## config.mk

```make
export PLATFORM = sky130hd
export DESIGN_NAME = wr_status_mux
export DESIGN_NICKNAME = d
export VERILOG_FILES = /design/src/rtl/wr_status_mux.sv
export SDC_FILE = /design/constraint.sdc
export NUM_CORES = 1
export LEC_CHECK = 0
export ABC_AREA = 1
export ABC_CLOCK_PERIOD_IN_PS = 2450
export BUFFER_PORTS_ARGS = -buffer_cell sky130_fd_sc_hd__buf_2
export CAP_MARGIN = 20
export CELL_PAD_IN_SITES_DETAIL_PLACEMENT = 1
export CELL_PAD_IN_SITES_GLOBAL_PLACEMENT = 1
export CORE_UTILIZATION = 37
export CTS_CLUSTER_DIAMETER = 40
export DETAILED_ROUTE_END_ITERATION = 8
export PLACE_DENSITY = 0.82
export SYNTH_ARGS = -nofsm -noshare
export SYNTH_HDL_FRONTEND = slang
export SYNTH_SLANG_ARGS = --single-unit
```

## constraint.sdc

```tcl
create_clock -name clk -period 2.45 [get_ports clk]
set_clock_uncertainty 0.2 [all_clocks]
set_input_delay 0.6125 -clock clk [delete_from_list [all_inputs] [get_ports clk]]
set_output_delay 0.6125 -clock clk [all_outputs]
set_load 0.01 [all_outputs]
```

## src/rtl/wr_status_mux.sv

```systemverilog
module wr_status_mux #(
  parameter int SETTLE_CYC = 8
) (
  input  logic       clk,
  input  logic       rst_n,
  input  logic       start,
  input  logic       busy,
  input  logic       erase_op,
  input  logic [7:0] last_data,
  input  logic       rd_strobe,
  input  logic [7:0] arr_data,
  output logic [7:0] rd_data
);
  localparam int CW = $clog2(SETTLE_CYC + 1);

  typedef enum logic [1:0] {PH_IDLE, PH_BUSY, PH_SETTLE} ph_t;

  ph_t           ph;
  logic [CW-1:0] cnt;
  logic          tgl, sfl, top_q, ers_q;
  logic [7:0]    nxt_rd;

  always_comb begin
    case (ph)
      PH_BUSY:   nxt_rd = {ers_q ? 1'b0 : ~top_q, tgl, 6'b0};
      PH_SETTLE: nxt_rd = {arr_data[7:6], arr_data[5:0] ^ {6{sfl}}};
      default:   nxt_rd = arr_data;
    endcase
  end

  always_ff @(posedge clk) begin
    if (!rst_n) begin
      ph      <= PH_IDLE;
      cnt     <= '0;
      tgl     <= 1'b0;
      sfl     <= 1'b0;
      top_q   <= 1'b0;
      ers_q   <= 1'b0;
      rd_data <= 8'h00;
    end else begin
      if (rd_strobe) rd_data <= nxt_rd;
      if (start) begin
        ph    <= PH_BUSY;
        tgl   <= 1'b1;
        top_q <= last_data[7];
        ers_q <= erase_op;
      end else begin
        case (ph)
          PH_BUSY: begin
            if (rd_strobe) tgl <= ~tgl;
            if (!busy) begin
              ph  <= PH_SETTLE;
              cnt <= CW'(SETTLE_CYC - 1);
              sfl <= 1'b1;
            end
          end
          PH_SETTLE: begin
            if (rd_strobe) sfl <= ~sfl;
            if (cnt == '0) ph <= PH_IDLE;
            else cnt <= cnt - 1'b1;
          end
          default: ;
        endcase
      end
    end
  end

  p_idle_pass_r2: assert property (@(posedge clk) disable iff (!rst_n)
    (rd_strobe && ph == PH_IDLE) |=> rd_data == $past(arr_data));

  p_hold_r3: assert property (@(posedge clk) disable iff (!rst_n)
    !rd_strobe |=> $stable(rd_data));

  p_poll_top_r4: assert property (@(posedge clk) disable iff (!rst_n)
    (rd_strobe && ph == PH_BUSY && !ers_q) |=> rd_data[7] != top_q);

  p_first_one_r5: assert property (@(posedge clk) disable iff (!rst_n)
    start |=> (ph == PH_BUSY && tgl));

  p_flip_r5: assert property (@(posedge clk) disable iff (!rst_n)
    (rd_strobe && ph == PH_BUSY && !start) |=> tgl != $past(tgl));

  p_erase_top_r6: assert property (@(posedge clk) disable iff (!rst_n)
    (rd_strobe && ph == PH_BUSY && ers_q) |=> rd_data[7] == 1'b0);

  p_low_zero_r7: assert property (@(posedge clk) disable iff (!rst_n)
    (rd_strobe && ph == PH_BUSY) |=> rd_data[5:0] == 6'b0);

  p_settle_exit_r8: assert property (@(posedge clk) disable iff (!rst_n)
    (ph == PH_SETTLE && cnt == '0 && !start) |=> ph == PH_IDLE);
endmodule

```

## Word-level counts from Yosys, hierarchy flattened

Index checks and enable logic that the tools add are counted.

- Flip-flop bits (word level): 18
- Bits of input ports: 22
- Output and inout bits: 8
- Logic and storage cells: 49

- Add/sub/neg operators: 1
- Equal/unequal tests: 8
- Multiplexer cells: 15
- Bitwise logic cells: 6
- Reduce and logical (&&, ||, !) cells: 11

Operators with widths:

| kind | number |
|---|---|
| 8-bit case mux with 2 select lines | 1 |
| 4-bit 2-to-1 mux | 2 |
| 2-bit inequality test, second input constant | 4 |
| 4-bit case mux with 2 select lines | 1 |
| 4-bit AND reduction | 2 |
| 1-bit 2-to-1 mux | 7 |
| 3-bit inequality test, second input constant | 2 |
| 3-bit AND reduction | 2 |
| 2-bit nonzero test | 3 |
| 6-bit bitwise XOR | 1 |
| 1-bit inverter | 5 |
| 4-bit logical NOT | 1 |
| 2-bit 2-to-1 mux | 2 |
| 2-bit case mux with 2 select lines | 1 |
| 4-bit by 1-bit subtractor with 4-bit output, second input constant | 1 |
| 3-bit nonzero test | 1 |
| 2-bit by 1-bit equality test with 1-bit output, second input constant | 1 |
| 2-bit equality test, second input constant | 1 |
| 1-bit case mux with 2 select lines | 1 |
| 2-bit AND reduction | 1 |
| 2-bit OR reduction | 1 |

## Depth between registers and ports, before layout

Gate-level depths: netlist of run 1.

- Depth after elaboration: 4
- Depth in mapped cells: 9
- Gate-level depth less buffers: 9

## Least setup slack after synthesis of run 1

OpenSTA, ideal clock, no wires.

- Path type: register to register
- Start point: reg ph[0]
- End point: reg cnt[0]
- Setup time: 0.117 ns
- Arrival time: 1.187 ns
- Data required time: 2.133 ns
- Slack: 0.946 ns
- Stages on the path, launching flop included: 9
- Path buffers: 0
- Clock period less this slack: 1.504 ns
- Cells stage by stage: dfxtp_1 -> inv_1 -> ha_1 -> inv_2 -> nand3_1 -> inv_2 -> nand2_4 -> nor3_1 -> nor2_1

- Longest elaborated chain between the ends: 3
- Elaborated cells between the ends (all ways): 7
- Those cells by class: eq/ne (4); mux (1); reduce/logical (2)

Ends and longest elaborated chain:

| element | line | text |
|---|---|---|
| start: declaration | 18 | `ph_t ph;` |
| start signal: assignment | 33 | `ph <= PH_IDLE;` |
| start signal: assignment | 43 | `ph <= PH_BUSY;` |
| start signal: assignment | 52 | `ph <= PH_SETTLE;` |
| 2-bit equality test or 2-bit by 1-bit equality test with 1-bit output (tied branches) | 48 | `case (ph)` |
| 2-bit inequality test (no source line) or 2-bit nonzero test (tied branches) | - |  |
| 4-bit AND reduction (no source line) | - |  |
| end signal: assignment | 53 | `cnt <= CW'(SETTLE_CYC - 1);` |
| end signal: assignment | 60 | `else cnt <= cnt - 1'b1;` |
| end: declaration | 19 | `logic [CW-1:0] cnt;` |

Parallel ways exist; a longest one is shown, timed or not.
A chain may end at the register's enable or synchronous reset.

## Worst setup path in the final report of run 1

- Start point: reg ph[0]
- End point: reg rd_data[5]

- Longest elaborated chain between the ends: 2
- Elaborated cells between the ends (all ways): 3
- Those cells by class: eq/ne (2); mux (1)

Ends and longest elaborated chain:

| element | line | text |
|---|---|---|
| 2-bit equality test or 2-bit by 1-bit equality test with 1-bit output (tied branches) | 24 | `case (ph)` |
| 8-bit case mux with 2 select lines * | 24 |  |
| end signal: assignment | 41 | `if (rd_strobe) rd_data <= nxt_rd;` |
| end: declaration | 12 | `output logic [7:0] rd_data` |

Mark *: on every way between the ends. The rest lies on a longest branch, timed or not.

==> results of run 1 <==
[per-stage QoR]
| stage | util, % | hold slack (ps) | power (µW) | cells |
|---|---|---|---|---|
| 2_1_floorplan | - | 248 | 436 | 127 |
| 3_3_place_gp | 46.7 | 252 | 474 | 176 |
| 3_5_place_dp | 46.7 | 256 | 481 | 176 |
| 4_1_cts | 48.3 | 272 | 675 | 180 |
| 5_1_grt | 48.3 | 306 | 696 | 180 |
| 6_report | 48.3 | 271 | 665 | 180 |
[cells by family after synthesis]
family,count (synthesis)
adder cells (fa/ha/maj),3
flip-flops,18
AO/OA/AOI/OAI,17
buffers and inverters,17
AND/OR/NAND/NOR,65
XOR/XNOR,7
[worst register-to-register path, cell delays in order, from the launching register on]
cell	delay, ps
dfxtp_1	370
inv_1	50
ha_1	290
inv_2	150
nand2_2	160
xnor2_1	200
nand2_1	70
a21oi_1	110
[cells in the final DEF, fill, tap and decap left out, drive strengths merged]
cell type / instances
ha: 3
clkbuf: 4
dfxtp: 18
buf: 22
nand3: 9
a31oi: 1
xor2: 1
nor3: 2
xnor2: 6
nand2: 40
nor2: 13
o21ai: 3
inv: 16
a21oi: 13
nand4: 1
[flip-flops by register name (all words and copies together) (netlist names)]
name,flops
top_q,1
ph,2
rd_data,8
tgl,1
ers_q,1
sfl,1
cnt,4
[power breakdown]
group / total [µW] / switching (µW) / internal [µW]
Combinational: 143 / 86.0 / 57.1
Clock: 192 / 101 / 91.0
Sequential: 330 / 15.1 / 315
Total: 665 / 202 / 463
[worst paths after layout]
path,from,endpoint,slack (ps),cells after the start
max,ph[0],rd_data[5],790,7
min,rd_data[4],rd_data[4],270,2
max reg2reg,ph[0],rd_data[5],790,7
min reg2reg,rd_data[4],rd_data[4],270,2
[per-layer routing]
layer | wire [µm] | vias to the layer above | share of wire (%) | track usage [%]
met4 | 56 | 0 | 2.5 | 11.8
li1 | - | 448 | - | -
met5 | 0 | - | 0 | 0
met2 | 1130 | 15 | 51 | 31.4
met1 | 962 | 404 | 43 | 21.9
met3 | 67 | 5 | 3.0 | 4.35
[area by class of cell]
type                            instances  area (µm²)  area share [%]
Clock buffer                            4        36.3            3.27
Timing Repair Buffer                   22         110            9.92
Multi-Input combinational cell         92         508            45.8
Tap cell                               28        35.0            3.16
Sequential cell                        18         360            32.5
Inverter                               16        60.1            5.41
[synthesized netlist by cell type (all sizes together)]
cell type	number	area, µm²
nor3	2	10.0
clkbuf	1	3.75
ha	3	37.5
nand2	40	170
nand3	9	45.0
o21ai	3	15.0
a21oi	13	83.8
nor2	13	72.6
a31oi	1	6.26
xor2	1	8.76
dfxtp	18	360
inv	16	60.1
xnor2	6	52.6
nand4	1	6.26
==> results.txt, run 1 <==
- Per-cell routed wire length: 12.3 µm
- Post-CTS Hold Fix Bufs: 0
* Global routing usage summed across all routing layers: 19.0%
* Number of warnings printed during yosys synthesis: 0
* Relative max-transition margin: 77.1%
* Area of all placed cells without fillers: 1110 µm²
- Die area: 2720 µm²
- In the synthesized netlist, mux cells make up 0% of the area.
- Cells along the critical path: inv_1 > ha_1 > inv_2 > nand2_2 > xnor2_1 > nand2_1 > a21oi_1
- Summing the sequential cell areas from Yosys gives 38.7% of the chip area.
- Total via count in the routed design: 872
* Data arrival time at the worst-slack endpoint: 1710 ps
- The worst path meets setup with 793 ps of slack.
- Synth Register Bits: 18
* Power per standard cell area: 599 nW/µm²
* Worst skew pair latency: 310 ps
- The total count of hold-check failures in the final report is 0.
- The worst setup path is captured at a flip-flop.
- Critical setup path kind: flip-flop to flip-flop
* Area added between synthesis and finish: 19.1%
* Adder-cell share of the synthesized area: 4.03%
- Net Count, Synth: 152
- Dominant delay contributor by cell family on the critical path: flip-flops
- Number of sinks driven by the clock tree: 18
- The synthesized netlist devotes 6.58% of its cell area to XOR and XNOR gates.
- In this run the number of H-tree levels came out at 1.
- Fill cell instance count of the final layout: 309
* Count of maximum capacitance violations: 0
- Number of primary I/O pins: 30
* Chip height: 52.2 µm
* Via count of the first global-routing pass: 811
* Synthesized instance count: 127
- Final total negative setup slack: 0 ps
- Synth Cell Area: 932 µm²
- Largest net degree at the start of global routing: 12
- For the pin with the worst max-slew slack, the measured transition is 344 ps.
- Placed inst area: 1070 µm²
* Share of post-route cells with drive strength above 1: 27.6%
- CTS placed an instance of clkbuf_4 at the clock tree root.
- Leakage dissipation: 0.000533 µW
- The number of antenna violations at the first check in global routing is 0.
* Mean instance size in the synthesized netlist: 7.34 µm²
* Result of the run: finished, final reports clean
- Detailed placement finished with a half-perimeter wire length of 1.71 mm.
- Once the clock tree was built, the setup fixing pass inserted 0 buffers.
* Inserted Diodes: 0
* # DRC: 0
- Die boundary width: 52.2 µm
- Setup repair after global routing missed its margin: false
- The region available for standard cell placement spans 2300 µm².
- Clock Pin Slew Worst Setup and Hold Paths: 100 ps
* Peak fanout along the critical path: 7
- Number of nets in the layout: 178
* Data required time of the critical path: 2500 ps
- TritonCTS clock tree: built
- Clock buffer count from CTS: 3
- Final max-slew violation count: 0
- The critical path contains buffers and inverters numbering 2 combined.
- Prior to clock tree synthesis, the placed netlist has a worst setup slack of 809 ps.
- After layout, the minimum clock period comes to 1660 ps.
- The congestion estimate from routability-driven global placement came to 0.735.
- Standard cell with the maximum stage delay on the critical path: dfxtp_1
- Post-CTS repair changed the size of 0 cells.
- Yosys mapped the design onto 21 distinct sky130hd cell types.
- Peak supply drop: 469 µV
* Count of buffers inserted at the top-level ports: 22
- Overflow after GRT: 0
- Hold WC Path Type: flip-flop to flip-flop
* Compound-cell area share of the yosys netlist: 11.3%
- After the first detailed-routing iteration, the DRC count stood at 12.
- Wire length of the first global-routing pass: 3.59 mm
* Via count normalized by instance count: 4.84
- Count of antenna-violating nets left after detailed routing: 0
* Share of the cycle needed by the critical path after routing: 67.6%
- Delay of the slowest cell on the worst path: 370 ps
* Count of standard-cell rows: 17
- Summing the areas of all and, or, nand and nor instances in the mapped netlist gives 32.6% of the synthesized area.
- Startpoint kind of the worst setup timing path: flip-flop
* Starting density of the core: 40.6%
* Dominant combinational cell family by area after synthesis: simple AND/OR/NAND/NOR gates
- Based on the critical path, the design can be clocked at up to 0.603 GHz.
* Maximum buffer depth of the clock tree: 2
- Wires add up to 2.22 mm.
- For this run, the detailed router's first-pass iteration total came to 4.
- Number of setup violations in the final report: 0
Note: power is estimated with default switching activity, not from simulation.
==> run 2: changes to the inputs <==
- ABC_CLOCK_PERIOD_IN_PS: 2450 -> 1500
- CORE_UTILIZATION: 37 -> 31
- PLACE_DENSITY: 0.82 -> 0.74
- clock period: 2.45 -> 1.5 ns (I/O delays scaled with it)
==> run 2 against run 1 <==
  * Sequential share of layout area is 2.9 points lower
  * Setup slack worse by 790 ps
  * Combinational power is 95% higher
  * Sequential power is 64% higher
  * Core utilization is 4.5 points lower
  * Total power is 70% higher
  * First-iteration DRC count is 17% higher
  * Largest power group unchanged
  * Highest routed layer unchanged
==> results.txt, run 2 (synthesis results as in run 1) <==
- Result of the run: finished, final reports clean (unchanged).
- Largest net degree at the start of global routing: 12 (unchanged)
* Data required time of the critical path: 1520 ps (was 2500 ps)
- Cells along the critical path: inv_2 > ha_4 > inv_6 > a21oi_4 > nand2_1 > a31oi_1 (was inv_1 > ha_1 > inv_2 > nand2_2 > xnor2_1 > nand2_1 > a21oi_1)
* Relative max-transition margin: 71.7% (was 77.1%)
- Overflow after GRT: 0 (unchanged)
- The setup slack after placement was -70.6 ps (was 809 ps).
* Standard cell with the maximum stage delay on the critical path: dfxtp_2 (was dfxtp_1)
- The DRC marker count from the first detailed-route iteration came to 14 (was 12).
- The total vias in the final route was 909 (was 872).
* Worst-Margin Slew: 423 ps (was 344 ps)
- Number of nets in the layout: 185 (was 178)
* Tightest hold margin: 99.8 ps (was 271 ps)
- The via count of the first global-routing pass came to 936 (was 811).
- Area of all placed cells without fillers: 1230 µm² (was 1110 µm²)
- The clock net sink count is 18 (unchanged).
- Hold depth: 3 (was 2)
- Final max-slew violation count: 0 (unchanged)
- Placed inst area: 1130 µm² (was 1070 µm²)
- Count of standard-cell rows: 19 (was 17)
- The final clock period utilization by the worst path came to 99.6% (was 67.6%).
- The number of setup violations in the final report is 0 (unchanged).
- Setup repair after global routing missed its margin: true (was false)
- The minimum setup slack in the final design came to 5.59 ps (was 793 ps).
- Number of buffers and inverters on the critical path: 2 (unchanged)
- The antenna diode instance count came to 0 (unchanged).
- The launching element type of the critical path was a flip-flop (unchanged).
* Clock Pin Slew Worst Setup and Hold Paths: 110 ps (was 100 ps)
- The TritonCTS clock tree was built (unchanged).
* Reg with most FFs: rd_data (unchanged)
* Deepest level of the CTS H-tree: 1 (unchanged)
* Number of primary I/O pins: 30 (unchanged)
* M1 WL: 1.02 mm (was 962 µm)
- The total count of hold-check failures in the final report was 0 (unchanged).
- Routed wire length: 2.32 mm (was 2.22 mm)
- Total core area: 2810 µm² (was 2300 µm²)
- The overall global routing resource usage is 16.2% (was 19.0%).
- The number of logic stages on the critical path including buffering came to 6 (was 7).
- Commonest non-fill, non-tap cell in the layout: nand2_1 (unchanged)
- The area growth from synthesis to layout is 31.8% (was 19.1%).
- Count of antenna-violating nets left after detailed routing: 0 (unchanged)
- DR top layer: met4 (unchanged)
- Count of maximum capacitance violations: 0 (unchanged)
* Die boundary width: 56.8 µm (was 52.2 µm)
- Chip height: 56.8 µm (was 52.2 µm)
* Delay of the slowest cell on the worst path: 350 ps (was 370 ps)
- Cell depth of the worst flop-to-flop path: 6 (was 7)
* Critical setup path kind: flip-flop to flip-flop (unchanged)
- The average detailed-routed wire length per instance was 12.2 µm (was 12.3 µm).
- Top library cells by usage in the layout, fill and taps aside: nand2_1 (34), buf_2 (22), dfxtp_1 (16), nor2_1 (10) (was nand2_1 (36), buf_2 (22), dfxtp_1 (18), nor2_1 (11), a21oi_1 (10))
* Starting density of the core: 33.2% (was 40.6%)
* Max Freq: 0.669 GHz (was 0.603 GHz)
- Maximum buffer depth of the clock tree: 2 (unchanged)
- Power per standard cell area: 919 nW/µm² (was 599 nW/µm²)
- Share of post-route cells with drive strength above 1: 39.6% (was 27.6%)
- The number of remaining DRC errors was 0 (unchanged).
* Peak supply drop: 442 µV (was 469 µV)
- The amount of wire on met3 after detailed routing was 57 µm (was 67 µm).
- Post-DP HPWL: 1.75 mm (was 1.71 mm)
- The flip-flop count of the largest register, all copies and words added came to 8 (unchanged).
- Count of buffers inserted at the top-level ports: 22 (unchanged)
- Via count normalized by instance count: 4.78 (was 4.84)
* Crit. End Element: flip-flop (unchanged)
- Clock buffer count from CTS: 3 (unchanged)
- Final total negative setup slack: 0 ps (unchanged)
- The die footprint was 3230 µm² (was 2720 µm²).
- The signal arrival time at the worst endpoint came to 1520 ps (was 1710 ps).
* Worst skew pair latency: 300 ps (was 310 ps)
- Final standard cell utilization of the core: 43.8% (was 48.3%)
- Buffer cell driving the clock tree root: clkbuf_4 (unchanged)
- Biggest regs: rd_data (8), cnt (4), ph (2) (unchanged)
- The number of detailed-route iterations in the first pass came to 4 (unchanged).
- Peak fanout along the critical path: 8 (was 7)
- The number of antenna violations at the first check in global routing is 0 (unchanged).
- Global placement routability congestion: 0.737 (was 0.735)
- The minimum clock period is 1490 ps (was 1660 ps).
- The global-route wire length before repair is 4.07 mm (was 3.59 mm).
- Dominant delay contributor by cell family on the critical path: compound AO/OA/AOI/OAI gates (was flip-flops)
* Hold WC Path Type: input pin to flip-flop (was flip-flop to flip-flop)
* Leakage dissipation: 0.000585 µW (was 0.000533 µW)
* Met2 routed wirelength: 1.22 mm (was 1.13 mm)
-- run 2: path summary, 6_finish.rpt --
path         startpoint         end  slack (ps)
max reg2reg       ph[0]  rd_data[6]           6
min reg2reg      cnt[1]      cnt[1]         280
min            erase_op       ers_q         100
max               ph[0]  rd_data[6]           6
-- run 2: layout make-up --
class,instances,area [µm²]
multi-input cells,92,561
inverters,16,67.6
repair buffers,29,163
clock buffers,4,36.3
well taps,31,38.8
flip-flops and latches,18,363
fillers,359,1580
-- run 2: metrics by stage --
stage	instances	total power [µW]
2_1_floorplan	127	713
3_3_place_gp	186	792
3_5_place_dp	186	805
4_1_cts	190	1140
5_1_grt	190	1200
6_report	190	1130
-- run 2: worst min-delay path, stage by stage --
cell and delay [ps]:
buf_2 70, nor2_1 40, nor2_1 80
-- run 2: metal layers --
metal / GRT usage (%) / vias to the layer above
met1: 19.2 / 424
met4: 6.27 / 0
met2: 29.4 / 14
met3: 2.07 / 4
li1: - / 467
met5: 0 / -
-- run 2: timing repair --
item / 4_1_cts / 5_1_grt
pin swaps: 7 / 6
setup buffers: 1 / 0
gates resized for setup: 10 / 7
setup endpoints to repair: 14 / 15
gates cloned: 0 / 0
hold buffers: 0 / 0
-- run 2: report_power, final --
| group | leakage (µW) | internal [µW] | switching [µW] |
|---|---|---|---|
| logic | 0.000415 | 119 | 160 |
| clock network | 0.0000210 | 148 | 161 |
| registers | 0.000149 | 515 | 26.0 |
==> run 3: changes to the inputs <==
- CELL_PAD_IN_SITES_DETAIL_PLACEMENT: 1 -> 0
- CELL_PAD_IN_SITES_GLOBAL_PLACEMENT: 1 -> 2
- CORE_UTILIZATION: 31 -> 24
==> run 3 against run 2 <==
  * Non-clock buffer count unchanged
  * Highest routed layer unchanged
  * Cell count up 8.9%
  * First-iteration DRC count stayed put
  * Die area rose by 28%
  * Register-to-register slack gained 50 ps
  * Fmax rose by 3.3%
  * Via count fell by 5.7%
==> results.txt, run 3 (synthesis results as in run 1) <==
- The half-perimeter wire length after placement was 1.58 mm (was 1.75 mm).
- Sink of the worst hold path: top_q (was ers_q)
- The reg2reg setup slack came to 50 ps (was 6 ps).
- Critical setup path kind: flip-flop to flip-flop (unchanged)
* Number of setup violations in the final report: 0 (unchanged)
- Peak fanout along the critical path: 8 (unchanged)
- Count of buffers inserted at the top-level ports: 22 (unchanged)
- Reg2reg end: rd_data[7] (was rd_data[6])
* Top library cells by usage in the layout, fill and taps aside: nand2_1 (35), buf_2 (22), dfxtp_1 (16), nor2_1 (11), a21oi_1 (9) (was nand2_1 (34), buf_2 (22), dfxtp_1 (16), nor2_1 (10))
- Chip height: 64.3 µm (was 56.8 µm)
- Result of the run: finished, final reports clean (unchanged).
- Number of search-and-repair iterations in the first detailed-routing pass: 3 (was 4)
- Data arrival time at the worst-slack endpoint: 1450 ps (was 1520 ps)
- The via count of the first global-routing pass was 875 (was 936).
- The clock network latency to the later pin of the worst-skew pair came to 250 ps (was 300 ps).
- The count of maximum capacitance violations was 0 (unchanged).
* Post-Place Cells: 202 (was 186)
- Largest register FFs: 8 (unchanged)
- Post-CTS Hold Fix Bufs: 0 (unchanged)
* Minimum period implied by the final worst setup slack: 1450 ps (was 1490 ps)
- Final Hold Fails: 0 (unchanged)
- The type of the most critical hold path is input pin to flip-flop (unchanged).
- The residual antenna-violating net count after detailed routing is 0 (unchanged).
- The average detailed-routed wire length per instance is 10.3 µm (was 12.2 µm).
- TritonCTS clock tree: built (unchanged)
- The number of antenna violations at the first check in global routing came to 0 (unchanged).
- The share of power burned in the clock network is 32.9% (was 27.4%).
- Clock buffer count from CTS: 3 (unchanged)
* Count of standard-cell rows: 22 (was 19)
- Internal power consumption: 870 µW (was 781 µW)
- Leakage dissipation: 0.000603 µW (was 0.000585 µW)
- The detail-routed via count per cell came to 4.14 (was 4.78).
* Worst-Margin Slew: 436 ps (was 423 ps)
* Cell depth of the worst flop-to-flop path: 8 (was 6)
* Relative max-transition margin: 70.9% (was 71.7%)
* Area added between synthesis and finish: 36.2% (was 31.8%)
- Comb pwr share: 22.7% (was 24.7%)
- Overflow after GRT: 0 (unchanged)
- Switching Share: 28.5% (was 30.8%)
- The H-tree level count came to 1 (unchanged).
* Hold depth: 3 (unchanged)
- The DRC marker count from the first detailed-route iteration came to 14 (unchanged).
- The last weighted congestion value of the routability-driven placer was 0.802 (was 0.737).
- Standard cell with the maximum stage delay on the critical path: dfxtp_2 (unchanged)
* Power share of the sequential group: 44.4% (was 47.9%)
* Largest net degree at the start of global routing: 12 (unchanged)
- Final max-slew violation count: 0 (unchanged)
- The final design area excluding fillers is 1270 µm² (was 1230 µm²).
- The clock net sink count came to 18 (unchanged).
- The final clock period utilization by the worst path was 96.4% (was 99.6%).
- The type of destination of the critical path is a flip-flop (unchanged).
- Hold path startpoint: last_data[7] (was erase_op)
* Clock Pin Slew Worst Setup and Hold Paths: 70 ps (was 110 ps)
* Net switching component of the power: 346 µW (was 347 µW)
- # DRC: 0 (unchanged)
- Wire length of the first global-routing pass: 3.66 mm (was 4.07 mm)
* Data required time of the critical path: 1510 ps (was 1520 ps)
* Global routing usage summed across all routing layers: 11.3% (was 16.2%)
- The horizontal die dimension is 64.3 µm (was 56.8 µm).
* Number of nets in the layout: 185 (unchanged)
- The total detailed-routing wirelength is 2.13 mm (was 2.32 mm).
- Finished Layout Cells: 207 (was 190)
* Total via count in the routed design: 857 (was 909)
- Cells along the critical path: inv_2 > ha_4 > inv_4 > a21oi_4 > nand2_1 > nand3_1 > nand2_1 > inv_1 (was inv_2 > ha_4 > inv_6 > a21oi_4 > nand2_1 > a31oi_1)
* Startpoint kind of the worst setup timing path: flip-flop (unchanged)
* FF-to-FF Start: ph[0] (unchanged)
- The share of final-layout standard cells stronger than drive strength 1 is 39.0% (was 39.6%).
* Reg with most FFs: rd_data (unchanged)
- Number of primary I/O pins: 30 (unchanged)
- Max Freq: 0.691 GHz (was 0.669 GHz)
* Number of buffers and inverters on the critical path: 3 (was 2)
* Starting density of the core: 25.3% (was 33.2%)
- The die footprint is 4140 µm² (was 3230 µm²).
* Setup repair after global routing missed its margin: true (unchanged)
* Inserted Diodes: 0 (unchanged)
- Placed inst area: 1150 µm² (was 1130 µm²)
- Biggest regs: rd_data (8), cnt (4), ph (2) (unchanged).
- Most frequent cell on the critical path: nand2_1
* Peak supply drop: 359 µV (was 442 µV)
- The area of the placeable core was 3690 µm² (was 2810 µm²).
- Power per standard cell area: 957 nW/µm² (was 919 nW/µm²)
- Crit path depth: 8 (was 6)
- Maximum buffer depth of the clock tree: 2 (unchanged)
- The maximum single-stage delay on the critical path is 340 ps (was 350 ps).
- The family with the most delay on the worst path is flip-flops (was compound AO/OA/AOI/OAI gates).
- The root buffer cell is clkbuf_8 (was clkbuf_4).
- The most common cell after layout, fill and taps aside was nand2_1 (unchanged).
-- run 3: power groups by stage --
stage	sequential (µW)	clock, µW	combinational, µW
final	540	400	276
after global routing	544	435	307
after CTS	538	417	268
after detailed placement	548	0	252
after global placement	547	0	248
after floorplan	553	0	160
-- run 3: how the worst max path moves through the flow --
stage / to / from / slack (ps)
after floorplan: rd_data[0] / ph[0] / 7
after global placement: rd_data[3] / ph[0] / -60
after detailed placement: rd_data[3] / ph[0] / -100
after CTS: rd_data[7] / ph[0] / 1
after global routing: rd_data[7] / ph[0] / -40
final: rd_data[7] / ph[0] / 50
-- run 3: worst register-to-register path: stages (launching register included) --
cell and delay, ps:
dfxtp_2 340, inv_2 50, ha_4 260, inv_4 50, a21oi_4 240, nand2_1 90, nand3_1 70, nand2_1 50
inv_1 40
-- run 3: layout make-up --
class	instances	area, µm²
fillers	413	2420
repair buffers	29	163
clock buffers	4	55.1
multi-input cells	92	567
flip-flops and latches	18	363
inverters	16	62.6
well taps	48	60.1
-- run 3: timing repair --
item	CTS	global route
setup buffers	1	0
pin swaps	1	2
gates resized for setup	4	10
setup endpoints to repair	13	15
-- run 3: routing by layer --
layer	wire length (µm)	vias up	GRT usage, %
met5	0	-	0
met4	7	0	3.33
met3	76	2	2.50
met2	991	13	19.1
met1	1050	376	14.1
li1	-	466	-
-- run 3: per-stage QoR --
step	power (µW)	util, %	worst slack (ps)	hold WS [ps]	TNS, ps
6_report	1220	34.4	53.7	144	0
5_1_grt	1290	34.4	-42.3	185	-121
4_1_cts	1220	33.5	1.02	146	0
3_5_place_dp	800	31.1	-97.5	258	-638
3_3_place_gp	795	31.1	-59.7	251	-373
2_1_floorplan	713	-	6.78	248	0
